**src/rtl/wdog_pkg.sv**
```systemverilog
package wdog_pkg;

    typedef enum logic [1:0] {
        SEL_CTRL = 2'd0,
        SEL_KEY  = 2'd1,
        SEL_STAT = 2'd2,
        SEL_NONE = 2'd3
    } reg_sel_e;

    localparam int EN_BIT    = 7;
    localparam int CLR_BIT   = 0;
    localparam int CAUSE_BIT = 0;
    localparam int OPEN_BIT  = 0;

    typedef struct packed {
        logic     valid;
        reg_sel_e sel;
        logic [7:0] data;
    } bus_wr_t;

    typedef struct packed {
        logic en;
        logic open;
        logic clr;
    } ctrl_state_t;

    function automatic logic [7:0] ctrl_image(input logic en);
        logic [7:0] b;
        b = 8'h00;
        b[EN_BIT] = en;
        return b;
    endfunction

    function automatic logic [7:0] flag_image(input logic flag, input int pos);
        logic [7:0] b;
        b = 8'h00;
        b[pos] = flag;
        return b;
    endfunction

endpackage

```
**src/rtl/wdog_ctrl.sv**
```systemverilog
module wdog_ctrl
    import wdog_pkg::*;
#(
    parameter logic [7:0] KEY = 8'hA5
) (
    input  logic        clk,
    input  logic        rst,
    input  bus_wr_t     wr,
    input  logic        ovf,
    output ctrl_state_t st
);

    logic en_q;
    logic open_q;
    logic take_ctrl;
    logic key_hit;

    assign take_ctrl = wr.valid && (wr.sel == SEL_CTRL) && open_q;
    assign key_hit   = wr.valid && (wr.sel == SEL_KEY);

    always_ff @(posedge clk) begin
        if (rst || ovf) begin
            en_q <= 1'b0;
        end else if (take_ctrl) begin
            en_q <= wr.data[EN_BIT];
        end
    end

    always_ff @(posedge clk) begin
        if (rst || ovf) begin
            open_q <= 1'b0;
        end else if (key_hit) begin
            open_q <= (wr.data == KEY);
        end else if (take_ctrl) begin
            open_q <= 1'b0;
        end
    end

    always_comb begin
        st.en   = en_q;
        st.open = open_q;
        st.clr  = take_ctrl && wr.data[CLR_BIT];
    end

endmodule

```
**src/rtl/wdog_counter.sv**
```systemverilog
module wdog_counter #(
    parameter int CNT_W = 16
) (
    input  logic             clk,
    input  logic             rst,
    input  logic             run,
    input  logic             tick,
    input  logic             zero,
    output logic [CNT_W-1:0] count,
    output logic             ovf
);

    localparam logic [CNT_W-1:0] TOP = {CNT_W{1'b1}};

    logic step;

    assign step = run && tick;
    assign ovf  = step && !zero && (count == TOP);

    always_ff @(posedge clk) begin
        if (rst || zero || ovf) begin
            count <= '0;
        end else if (step) begin
            count <= count + 1'b1;
        end
    end

endmodule

```
**src/rtl/wdog_rstgen.sv**
```systemverilog
module wdog_rstgen #(
    parameter int HOLD_CYC = 32
) (
    input  logic clk,
    input  logic rst,
    input  logic ovf,
    output logic req,
    output logic cause
);

    localparam int HW = $clog2(HOLD_CYC + 1);

    logic [HW-1:0] left_q;

    always_ff @(posedge clk) begin
        if (rst) begin
            left_q <= '0;
        end else if (ovf) begin
            left_q <= HW'(HOLD_CYC);
        end else if (left_q != '0) begin
            left_q <= left_q - 1'b1;
        end
    end

    always_ff @(posedge clk) begin
        if (rst) begin
            cause <= 1'b0;
        end else if (ovf) begin
            cause <= 1'b1;
        end
    end

    assign req = (left_q != '0);

endmodule

```
**src/rtl/wdog_top.sv**
```systemverilog
module wdog_top
    import wdog_pkg::*;
#(
    parameter int         CNT_W    = 16,
    parameter int         HOLD_CYC = 32,
    parameter logic [7:0] KEY      = 8'hA5
) (
    input  logic       clk,
    input  logic       rst,
    input  logic       osc_tick,
    input  logic       wr_en,
    input  logic [1:0] wr_addr,
    input  logic [7:0] wr_data,
    input  logic [1:0] rd_addr,
    output logic [7:0] rd_data,
    output logic       osc_run,
    output logic       wdt_rst_req
);

    bus_wr_t          wr;
    ctrl_state_t      st;
    logic             ovf;
    logic             cause_q;
    logic [CNT_W-1:0] count;

    assign wr.valid = wr_en;
    assign wr.sel   = reg_sel_e'(wr_addr);
    assign wr.data  = wr_data;

    wdog_ctrl #(.KEY(KEY)) u_ctrl (
        .clk (clk),
        .rst (rst),
        .wr  (wr),
        .ovf (ovf),
        .st  (st)
    );

    wdog_counter #(.CNT_W(CNT_W)) u_cnt (
        .clk   (clk),
        .rst   (rst),
        .run   (st.en),
        .tick  (osc_tick),
        .zero  (st.clr),
        .count (count),
        .ovf   (ovf)
    );

    wdog_rstgen #(.HOLD_CYC(HOLD_CYC)) u_rgen (
        .clk   (clk),
        .rst   (rst),
        .ovf   (ovf),
        .req   (wdt_rst_req),
        .cause (cause_q)
    );

    always_comb begin
        unique case (reg_sel_e'(rd_addr))
            SEL_CTRL: rd_data = ctrl_image(st.en);
            SEL_KEY:  rd_data = flag_image(st.open, OPEN_BIT);
            SEL_STAT: rd_data = flag_image(cause_q, CAUSE_BIT);
            default:  rd_data = 8'h00;
        endcase
    end

    assign osc_run = st.en;

endmodule

```
**config.mk**
```make
export PLATFORM = sky130hd
export DESIGN_NAME = wdog_top
export DESIGN_NICKNAME = d
export VERILOG_FILES = /design/src/rtl/wdog_pkg.sv /design/src/rtl/wdog_ctrl.sv /design/src/rtl/wdog_counter.sv /design/src/rtl/wdog_rstgen.sv /design/src/rtl/wdog_top.sv
export SDC_FILE = /design/constraint.sdc
export NUM_CORES = 1
export LEC_CHECK = 0
export BUFFER_PORTS_ARGS = -buffer_cell sky130_fd_sc_hd__buf_4
export CAP_MARGIN = 10
export CORE_UTILIZATION = 30
export CTS_BUF_LIST = sky130_fd_sc_hd__clkbuf_4 sky130_fd_sc_hd__clkbuf_8
export DETAILED_ROUTE_END_ITERATION = 7
export PLACE_DENSITY = 0.47
export RECOVER_POWER = 25
export SLEW_MARGIN = 20
export SYNTH_ARGS = -nofsm -noshare
export SYNTH_HDL_FRONTEND = slang
export SYNTH_HIERARCHICAL = 1
export SYNTH_SLANG_ARGS = --single-unit
export TNS_END_PERCENT = 20
```
**constraint.sdc**
```tcl
create_clock -name clk -period 2.8 [get_ports clk]
set_input_delay 0.28 -clock clk [delete_from_list [all_inputs] [get_ports clk]]
set_output_delay 0.28 -clock clk [all_outputs]
set_load 0.005 [all_outputs]
```
==> metrics.txt, run 1 <==
CTS tree yes; clk_skew approximately 0.008 ns; Slew Limit Fails 0; commonest non-fill, non-tap cell in the layout dfxtp_1; Clk pwr share 22.0%; Worst-Skew Late Latency 0.27 ns; Yosys reg bits 25; max_cap viols 0; vias in the first global route 1026; CTS Sinks 25; Place WS 0.8885 ns; Min-Delay Endpoint u_rgen/cause; htree depth 1; status finished, final reports clean; # resized after CTS 0; Hold Crit Depth 2; crit path cell chain ha_1, and4_1, nand4_1, o31ai_4, nor2_1; Seq/Total Area, Yosys 37.52%; Gate Count Post-Synth 147; Final Core Density 36.53%; mux contribution to synthesized area 0.7505%; Post-Synth XOR/XNOR Area 7.880%; n_diodes 0; top cells by area, synth dfxtp_1 38%, xor2_1 5.9%, buf_4 4.5%; Final WS setup 0.6661 ns; Final #Nets 187; Leak Pwr roughly 0.56 nW; reg2reg setup slack 0.67 ns; sequential power share 44.3%; Critical Path RT between 2 and 3 ns; area share of the largest cell type after synthesis a little under two fifths; cts hold-fix bufs 0; row count 23; final setup vio count 0; worst-case reg-to-reg path depth 5; Vias/cell 4.959; GR Overflow Total 0; Min Clock Period, post-route 2.134 ns; clk slew on worst S/H paths 0.09 ns; antenna violations before repair 0; layout cell share with drive strength beyond 1 20.36%; pin count of the biggest net entering global routing 15; Switch Pwr 0.0003126 W; die height around 69 µm; area delta synth->final 13.51%; DP Cell Count 213; DR WL/cell between 10 and 15 µm; setup TNS 0 ns; Hold Crit Start rst; Critical Path Fanout Max 14; Comb pwr share 33.7%; Post-CTS Setup Bufs 0; Synth Area in Compound Gates 10.51%; Max Freq 468.6 MHz; Largest stage delay, worst path 0.66 ns; Pre-antenna DRT Iters 4; Worst Hold Class input port to flop; Crit-path slowest cell o31ai_4; Critical path buffers and inverters 0; switch share 32.25%; Root Buffer clkbuf_8; startpoint types flop; DR vias 1076; Routed Antenna Nets 0; RSZ-0062 raised after global routing no; reg2reg end u_cnt/count[0]; HPWL Detailed ~2000 µm; post-synthesis simple-gate area fraction roughly a third; Initial Util between 30% and 40%; # IOs 26; die width 68.68 µm; worst vdd ir about 430 µV; Non-Filler Instances about 220; largest family of logic cells by synthesized area simple AND/OR/NAND/NOR gates; # DRC 0; Overall Power 0.0009693 W; overall routing resource usage 12.75%; Fillers 448; RD Place Congestion 0.8020; critical path arrival 2.28 ns; Int Pwr 0.0006567 W; IO Port Bufs 19; CTS Buf Count 3; Netlist cell types 43; CP Class flop to flop; Synth Area in Adders 2.814%; first-pass GRT wire length 4395 µm; synthesized area 0.001334 mm²; Power Dens Cells 640.2 mW/mm²; initial DRC count 41; Routed WL 2547 µm; Max-Slew Margin vs Limit 58.75%; most frequent cells in the layout 25 x dfxtp_1, 19 x buf_4, 13 x nor2_1; YS warnings 6; Reg2Reg Launch Point u_cnt/count[0]; cell taking the most area after synthesis dfxtp_1; Mean Syn Cell Area 9.073 µm²; final hold vios 0; Slew @ Worst Pin 0.6187 ns; Setup crit end kind flop; core area 0.004144 mm²; CTS Buffer Depth 2; Crit path max-delay family simple AND/OR/NAND/NOR gates; die area 0.004716 mm²; period utilisation layout 76.21%
[cell usage after synthesis]
master and count:
o31ai_1 1, and3_1 1, nor4bb_1 1, and4_1 1
nand2_1 8, ha_1 3, a21boi_1 1, inv_1 5
buf_4 8, nand4_4 1, inv_2 1, or2b_4 1
xnor2_1 3, a21oi_1 9, a2111oi_2 1, or2_1 1
nand3_1 7, nor2_8 1, nor2_1 13, or3_1 6
mux2i_1 1, nand2b_4 1, and4_4 2, and2_2 1
nor2b_1 1, or4_1 1, nor3_1 6, and2_1 1
nand3b_1 1, dfxtp_1 25, nor3b_2 1, nor3b_1 1
nand4_1 4, or3_4 1, conb_1 1, nor4_1 6
o21ai_1 1, buf_6 1, o21ai_2 1, o31ai_4 1
xor2_1 9, and4bb_2 1, o21ai_0 6
[cell families (layout without fill, tap and decap cells)]
kind of cell / Yosys count / after routing
muxes: 1 / 1
AOI/OAI and AO/OA: 21 / 21
adders and majority gates: 3 / 3
buffers and inverters: 15 / 30
DFF: 25 / 25
xor gates and xnor gates: 12 / 12
and+or+nand+nor: 69 / 69
other: 1 / 6
[metrics by stage]
| stage | hold slack, ns | cell area (µm²) |
|---|---|---|
| 6_report | 0.2813 | 1514 |
| 5_1_grt | 0.2859 | 1514 |
| 3_3_place_gp | 0.4666 | 1494 |
| 3_5_place_dp | 0.4679 | 1494 |
| 4_1_cts | 0.2751 | 1540 |
| 2_1_floorplan | 0.3491 | 1353 |
[worst max-delay path by stage]
stage,from,to,slack [ns],cells after the start
after global placement,u_cnt/count[0],u_cnt/count[7],0.97,5
final,u_cnt/count[0],u_cnt/count[0],0.67,5
after CTS,u_cnt/count[0],u_cnt/count[6],0.87,5
after global routing,u_cnt/count[0],u_cnt/count[7],0.47,5
after detailed placement,u_cnt/count[0],u_cnt/count[10],0.89,5
after floorplan,u_cnt/count[0],u_ctrl/open_q,0.56,6
[layout make-up]
type	instances	area, µm²	area share, %
clock buffer	3	41.29	2.727
clock inverter	1	5.005	0.3306
inverter	6	22.52	1.488
multi-input combinational	112	732.0	48.35
sequential	25	500.5	33.06
tap	50	62.56	4.132
timing repair buffer	20	150.1	9.917
[routing by layer]
layer	share of wire, %	GRT usage, %
met2	40	19.12
met3	4.1	2.632
met4	1.2	4.688
met5	0	0
met1	55	17.78
[power by group through the flow]
stage	Clock [W]	Sequential, W	Combinational [W]
floorplan	0	0.000427	0.000263
global placement	0	0.000433	0.000316
detailed placement	0	0.000436	0.000330
CTS	0.000223	0.000429	0.000331
global route	0.000236	0.000434	0.000367
finish	0.000214	0.000429	0.000327
[flip-flops by register name, summed over array words and instances, names as in the netlist]
register       count
u_ctrl/en_q        1
u_rgen/cause       1
u_rgen/left_q      6
u_cnt/count       16
u_ctrl/open_q      1
No activity file was read; power rests on OpenSTA's default activity.
==> run 2, diff against run 1 <==
--- a/config.mk
+++ b/config.mk
@@ -5,12 +5,13 @@
 export SDC_FILE = /design/constraint.sdc
 export NUM_CORES = 1
 export LEC_CHECK = 0
+export ABC_AREA = 1
 export BUFFER_PORTS_ARGS = -buffer_cell sky130_fd_sc_hd__buf_4
 export CAP_MARGIN = 10
 export CORE_UTILIZATION = 30
 export CTS_BUF_LIST = sky130_fd_sc_hd__clkbuf_4 sky130_fd_sc_hd__clkbuf_8
 export DETAILED_ROUTE_END_ITERATION = 7
-export PLACE_DENSITY = 0.47
+export PLACE_DENSITY = 0.48
 export RECOVER_POWER = 25
 export SLEW_MARGIN = 20
 export SYNTH_ARGS = -nofsm -noshare
==> constraint.sdc (replaced) <==
create_clock -name clk -period 1.9 [get_ports clk]
set_input_delay 0.19 -clock clk [delete_from_list [all_inputs] [get_ports clk]]
set_output_delay 0.19 -clock clk [all_outputs]
set_load 0.005 [all_outputs]
==> run 2 against run 1 <==
  * Clock skew shrank 0.0055 ns
  * Register-to-register slack lost 0.47 ns
  * Combinational power shrank 2%
  * Critical endpoint is now u_rgen/left_q[4]
  * Fmax grew 25%
  * Setup slack lost 0.47 ns
==> metrics.txt, run 2 <==
most frequent cells in the layout 52 x nand2_1, 29 x inv_1, 25 x nor2_1, 25 x dfxtp_1, 18 x buf_4; cell area after layout roughly 0.0017 mm²; top cells by area, synth dfxtp_1 34%, nand2_1 13%, inv_1 7.4%; Largest regs u_cnt/count x16, u_rgen/left_q x6; pin count of the biggest net entering global routing 17; core area around 0.0047 mm²; area delta synth->final 14.42%; global routing usage on met3 3.750%; period utilisation layout 89.91%; area share of the largest cell type after synthesis 33.93%; Critical Path Fanout Max 5; die width 72.12 µm; antenna violations before repair 0; Setup crit end kind flop; GR Overflow Total 0; Non-Filler Instances 302; Worst Hold Class input port to flop; Leak Pwr between 0.6 and 0.7 nW; first-pass GRT wire length 5078 µm; Seq/Total Area, Yosys between 30% and 40%; Worst-Skew Late Latency 0.27 ns; Pre-antenna DRT Iters 4; Initial Util 31.23%; # DRC 0; Critical Path RT between 2 and 2.5 ns; EDFF count, synth 0; Routed WL 2839 µm; routing usage on met2 between 10% and 20%; CTS Buf Count 3; worst-case reg-to-reg path depth 10; RSZ-0062 raised after global routing no; HPWL Detailed 2209 µm; Mean Syn Cell Area 6.861 µm²; grt peak-use layer met2; final hold vios 0; clk slew on worst S/H paths 0.09 ns; Netlist cell types 27; met1 Use GR 17.14%; CTS tree yes; YS warnings 6; layout cell share with drive strength beyond 1 21.28%; startpoint types flop; # IOs 26; crit path to u_rgen/left_q[4]; cell taking the most area after synthesis dfxtp_1; Synth Flop Type dfxtp_1; RD Place Congestion roughly 0.73; Power Dens Cells between 700 and 800 mW/mm²; worst vdd ir 460.7 µV; Area after DPL between 0.0015 and 0.002 mm²; Reg2Reg Launch Point u_cnt/count[1]; IO Port Bufs 19; Fillers roughly 490; critical path arrival ~1.9 ns; Max Freq roughly 590 MHz; row count 25; die height 72.12 µm; Hold Crit Depth 2; vias in the first global route 1189; Root Buffer clkbuf_8; die area around 0.0052 mm²; setup TNS 0 ns; CP Class flop to flop; Vias/cell 4.129; max reg flops 16; CTS Sinks 25; Async S/R FF share, synth 0%; cts hold-fix bufs 0; Min Clock Period, post-route 1.708 ns; CTS Buffer Depth 2; DR vias 1247; final setup vio count 0; crit path from u_cnt/count[1]; clk_skew 0.002467 ns; status finished, final reports clean; DP Cell Count about 300; Slew Limit Fails 0; Hold Crit Start rst; Yosys reg bits 25; htree depth 1; max_cap viols 0; commonest non-fill, non-tap cell in the layout nand2_1; reg2reg setup slack 0.19 ns; overall routing resource usage 12.32%; most numerous cell in the Yosys netlist nand2_1; reg2reg end u_rgen/left_q[4]; n_diodes 0; initial DRC count 60; DR WL/cell roughly 9.4 µm; Gate Count Post-Synth 215; Post-synth top cells 52 x nand2_1, 29 x inv_1, 25 x dfxtp_1, 25 x nor2_1, 15 x nor2_2; Routed Antenna Nets 0; synthesized area 0.001475 mm²; Final Core Density 35.74%; Final #Nets 255; largest reg by FF count u_cnt/count
## run 2: cell types whose count changed after synthesis, sizes merged, moves of 6 or more
cell and delta:
nor4 -6, nand3 +8, nor2 +28, or3 -7
xor2 -6, inv +25, nand2 +47
## run 2: cell type report
class | instances | area [µm²] | share of cell area, %
multi-input combinational | 155 | 788.3 | 46.70
sequential | 25 | 500.5 | 29.65
timing repair buffer | 20 | 150.1 | 8.895
inverter | 31 | 116.4 | 6.894
tap | 67 | 83.83 | 4.967
clock buffer | 4 | 48.80 | 2.891
## run 2: cells by family after synthesis
logic type,Yosys count,share of synthesized area (%)
compound gates,20,7.718
xor+xnor,7,4.156
fa+ha+maj,3,2.545
buf+inv,40,13.32
flops,25,33.93
other cells,1,0.2542
simple gates,119,38.08
## run 2: report_power, final
group	switching, W	internal [W]	total, W
logic	0.000176	0.000144	0.000321
clock network	0.000173	0.000164	0.000337
registers	0.0000428	0.000571	0.000614
total	0.000392	0.000880	0.00127
## run 2: worst max-delay path, cell delays in order (launching register included)
cell	delay, ns
dfxtp_1	0.36
ha_1	0.19
nand2_1	0.06
nor2_1	0.09
nand2_1	0.12
nor2_4	0.17
nand2_1	0.12
nor3_4	0.19
nor2_1	0.11
nand2_1	0.14
nor2_1	0.07
## run 2: stage by stage
stage | setup slack (ns) | hold WS (ns) | total power (W)
2_1_floorplan | 0.3912 | 0.2591 | 0.0008765
3_3_place_gp | 0.2241 | 0.3969 | 0.0009565
3_5_place_dp | 0.1439 | 0.3954 | 0.0009598
4_1_cts | 0.1316 | 0.1060 | 0.001295
5_1_grt | 0.02324 | 0.09855 | 0.001369
6_report | 0.1918 | 0.1079 | 0.001272
## run 2: worst min-delay path by stage
stage / end / slack [ns]
4_1_cts: u_rgen/left_q[5] / 0.11
3_5_place_dp: u_rgen/left_q[5] / 0.40
2_1_floorplan: u_rgen/left_q[5] / 0.26
3_3_place_gp: u_rgen/left_q[5] / 0.40
6_report: u_rgen/left_q[5] / 0.11
5_1_grt: u_rgen/cause / 0.1
## run 2: metal layers
metal,vias to the layer above,wire length (µm)
li1,687,-
met1,531,1502
met2,27,1199
met3,2,106
met4,0,31
met5,-,0
## run 2: repair_timing
action / CTS / global route
endpoints found under the setup margin: 0 / 2
resized for setup: 0 / 1
setup buffers: 0 / 0
==> run 3, diff against run 2 <==
--- a/config.mk
+++ b/config.mk
@@ -8,10 +8,10 @@
 export ABC_AREA = 1
 export BUFFER_PORTS_ARGS = -buffer_cell sky130_fd_sc_hd__buf_4
 export CAP_MARGIN = 10
-export CORE_UTILIZATION = 30
+export CORE_UTILIZATION = 50
 export CTS_BUF_LIST = sky130_fd_sc_hd__clkbuf_4 sky130_fd_sc_hd__clkbuf_8
 export DETAILED_ROUTE_END_ITERATION = 7
-export PLACE_DENSITY = 0.48
+export PLACE_DENSITY = 0.73
 export RECOVER_POWER = 25
 export SLEW_MARGIN = 20
 export SYNTH_ARGS = -nofsm -noshare
==> run 3 against run 2 <==
  * Utilization increased by 22 points
  * Critical path depth unchanged
  * Sequential power about the same
  * Final area down 4.4%
  * Critical path type unchanged
  * Wire length decreased by 15%
  * First-iteration DRC count down 45%
  * Clock-buffer cell count down 1
  * Highest routed layer unchanged
  * Combinational power is 1% higher
  * Clock power decreased by 32%
  * Hold slack worse by 0.062 ns
  * Sequential share of layout area up 1.4 points
  * Critical endpoint unchanged
  * Global-route usage is 5.4 points higher
==> metrics.txt, run 3 (synthesized netlist as in run 2, its figures left out) <==
Leak Pwr 0.6715 nW; RD Place Congestion 0.8145; GR Overflow Total 0; Final #Nets 254; startpoint types flop; HPWL Detailed 1964 µm; clk_skew roughly 0.012 ns; clk slew on worst S/H paths 0.14 ns; Slew Limit Fails 0; core area 0.002781 mm²; worst-case reg-to-reg path depth 10; Worst Hold Class input port to flop; DR vias 1254; largest reg by FF count u_cnt/count; final setup vio count 0; vias in the first global route 1100; Routed WL roughly 2400 µm; Place WS 0.2472 ns; Critical Path RT between 2 and 2.5 ns; reg2reg setup slack 0.23 ns; cell area after layout 0.001613 mm²; CTS Buf Count 3; layout cell share with drive strength beyond 1 21.37%; Power Dens Cells just over 700 mW/mm²; Initial Util 53.04%; DR WL/cell 9.113 µm; RSZ-0062 raised after global routing no; htree depth 1; die height 56.32 µm; period utilisation layout 87.72%; most frequent cells in the layout 52 x nand2_1, 29 x inv_1, 25 x nor2_1, 25 x dfxtp_1, 17 x buf_4; Min Clock Period, post-route 1.667 ns; Setup crit end kind flop; Largest regs u_cnt/count x16, u_rgen/left_q x6; Pre-antenna DRT Iters 6; worst vdd ir 575.0 µV; CTS tree yes; # resized after CTS 0; met1 WL 1248 µm; Reg2Reg Launch Point u_cnt/count[0]; CTS Sinks 25; IO Port Bufs 19; antenna violations before repair 0; max_cap viols 0; Root Buffer clkbuf_4; die area 0.003171 mm²; Area after DPL between 0.0015 and 0.002 mm²; row count 19; Worst-Skew Late Latency a little over 0.3 ns; Max Freq 600.0 MHz; pin count of the biggest net entering global routing 17; CP Class flop to flop; Max Used Layer met4; # IOs 26; reg2reg end u_rgen/left_q[4]; final hold vios 0; CTS Buffer Depth 2; critical path arrival 1.90 ns; commonest non-fill, non-tap cell in the layout nand2_1; first-pass GRT wire length 4498 µm; cts hold-fix bufs 0; Post-CTS Setup Bufs 0; die width 56.32 µm; DR WL met3 50 µm; initial DRC count 33; overall routing resource usage between 15 and 20%; Critical Path Fanout Max 5; setup TNS 0 ns; area delta synth->final 9.330%; Routed Antenna Nets 0; max reg flops 16; crit path from u_cnt/count[0]; Final WS setup 0.2334 ns; n_diodes 0; Vias/cell 4.732; crit path to u_rgen/left_q[4]; DR WL met2 1097 µm; # DRC 0; status finished, final reports clean
-- run 3: worst min-delay path by stage --
stage,start,end,depth (start not counted)
finish,rst,u_rgen/left_q[5],2
global route,rst,u_rgen/cause,2
CTS,rst,u_rgen/left_q[5],2
detailed placement,rst,u_rgen/left_q[5],2
global placement,rst,u_rgen/left_q[5],2
floorplan,rst,u_rgen/left_q[5],1
-- run 3: per-stage QoR --
stage                     hold slack [ns]  utilization, %  total power [W]  std cells
final                             0.04598           57.98         0.001166        265
after global routing              0.01533           57.98         0.001266        265
after CTS                         0.03624           58.34         0.001190        265
after detailed placement           0.3958           57.35        0.0009539        261
after global placement             0.3903           57.35        0.0009510        261
after floorplan                    0.2591               -        0.0008765        220
-- run 3: report_power, final --
part / total [W] / internal [W] / switching (W)
clock network: 0.000230 / 0.0000786 / 0.000152
logic: 0.000325 / 0.000149 / 0.000176
registers: 0.000611 / 0.000571 / 0.0000390
-- run 3: final cells by class --
type	instances	area (µm²)
fill	290	1169
multi-input combinational	155	787.0
sequential	25	500.5
timing repair buffer	19	142.6
inverter	31	116.4
tap	31	38.79
clock buffer	3	22.52
clock inverter	1	5.005
-- run 3: metal layers --
layer	track usage, %	vias to the layer above
met5	0	-
met4	6.272	0
met3	4.147	2
met2	29.08	17
met1	22.72	546
li1	-	689
-- run 3: critical path: stages (launching register included) --
cell and delay [ns]:
dfxtp_1 0.38, ha_1 0.20, nand2_1 0.06, nor2_1 0.08, nand2_1 0.11, nor2_4 0.16, nand2_1 0.09, nor3_2 0.20
nor2_1 0.11, nand2_1 0.13, nor2_1 0.06
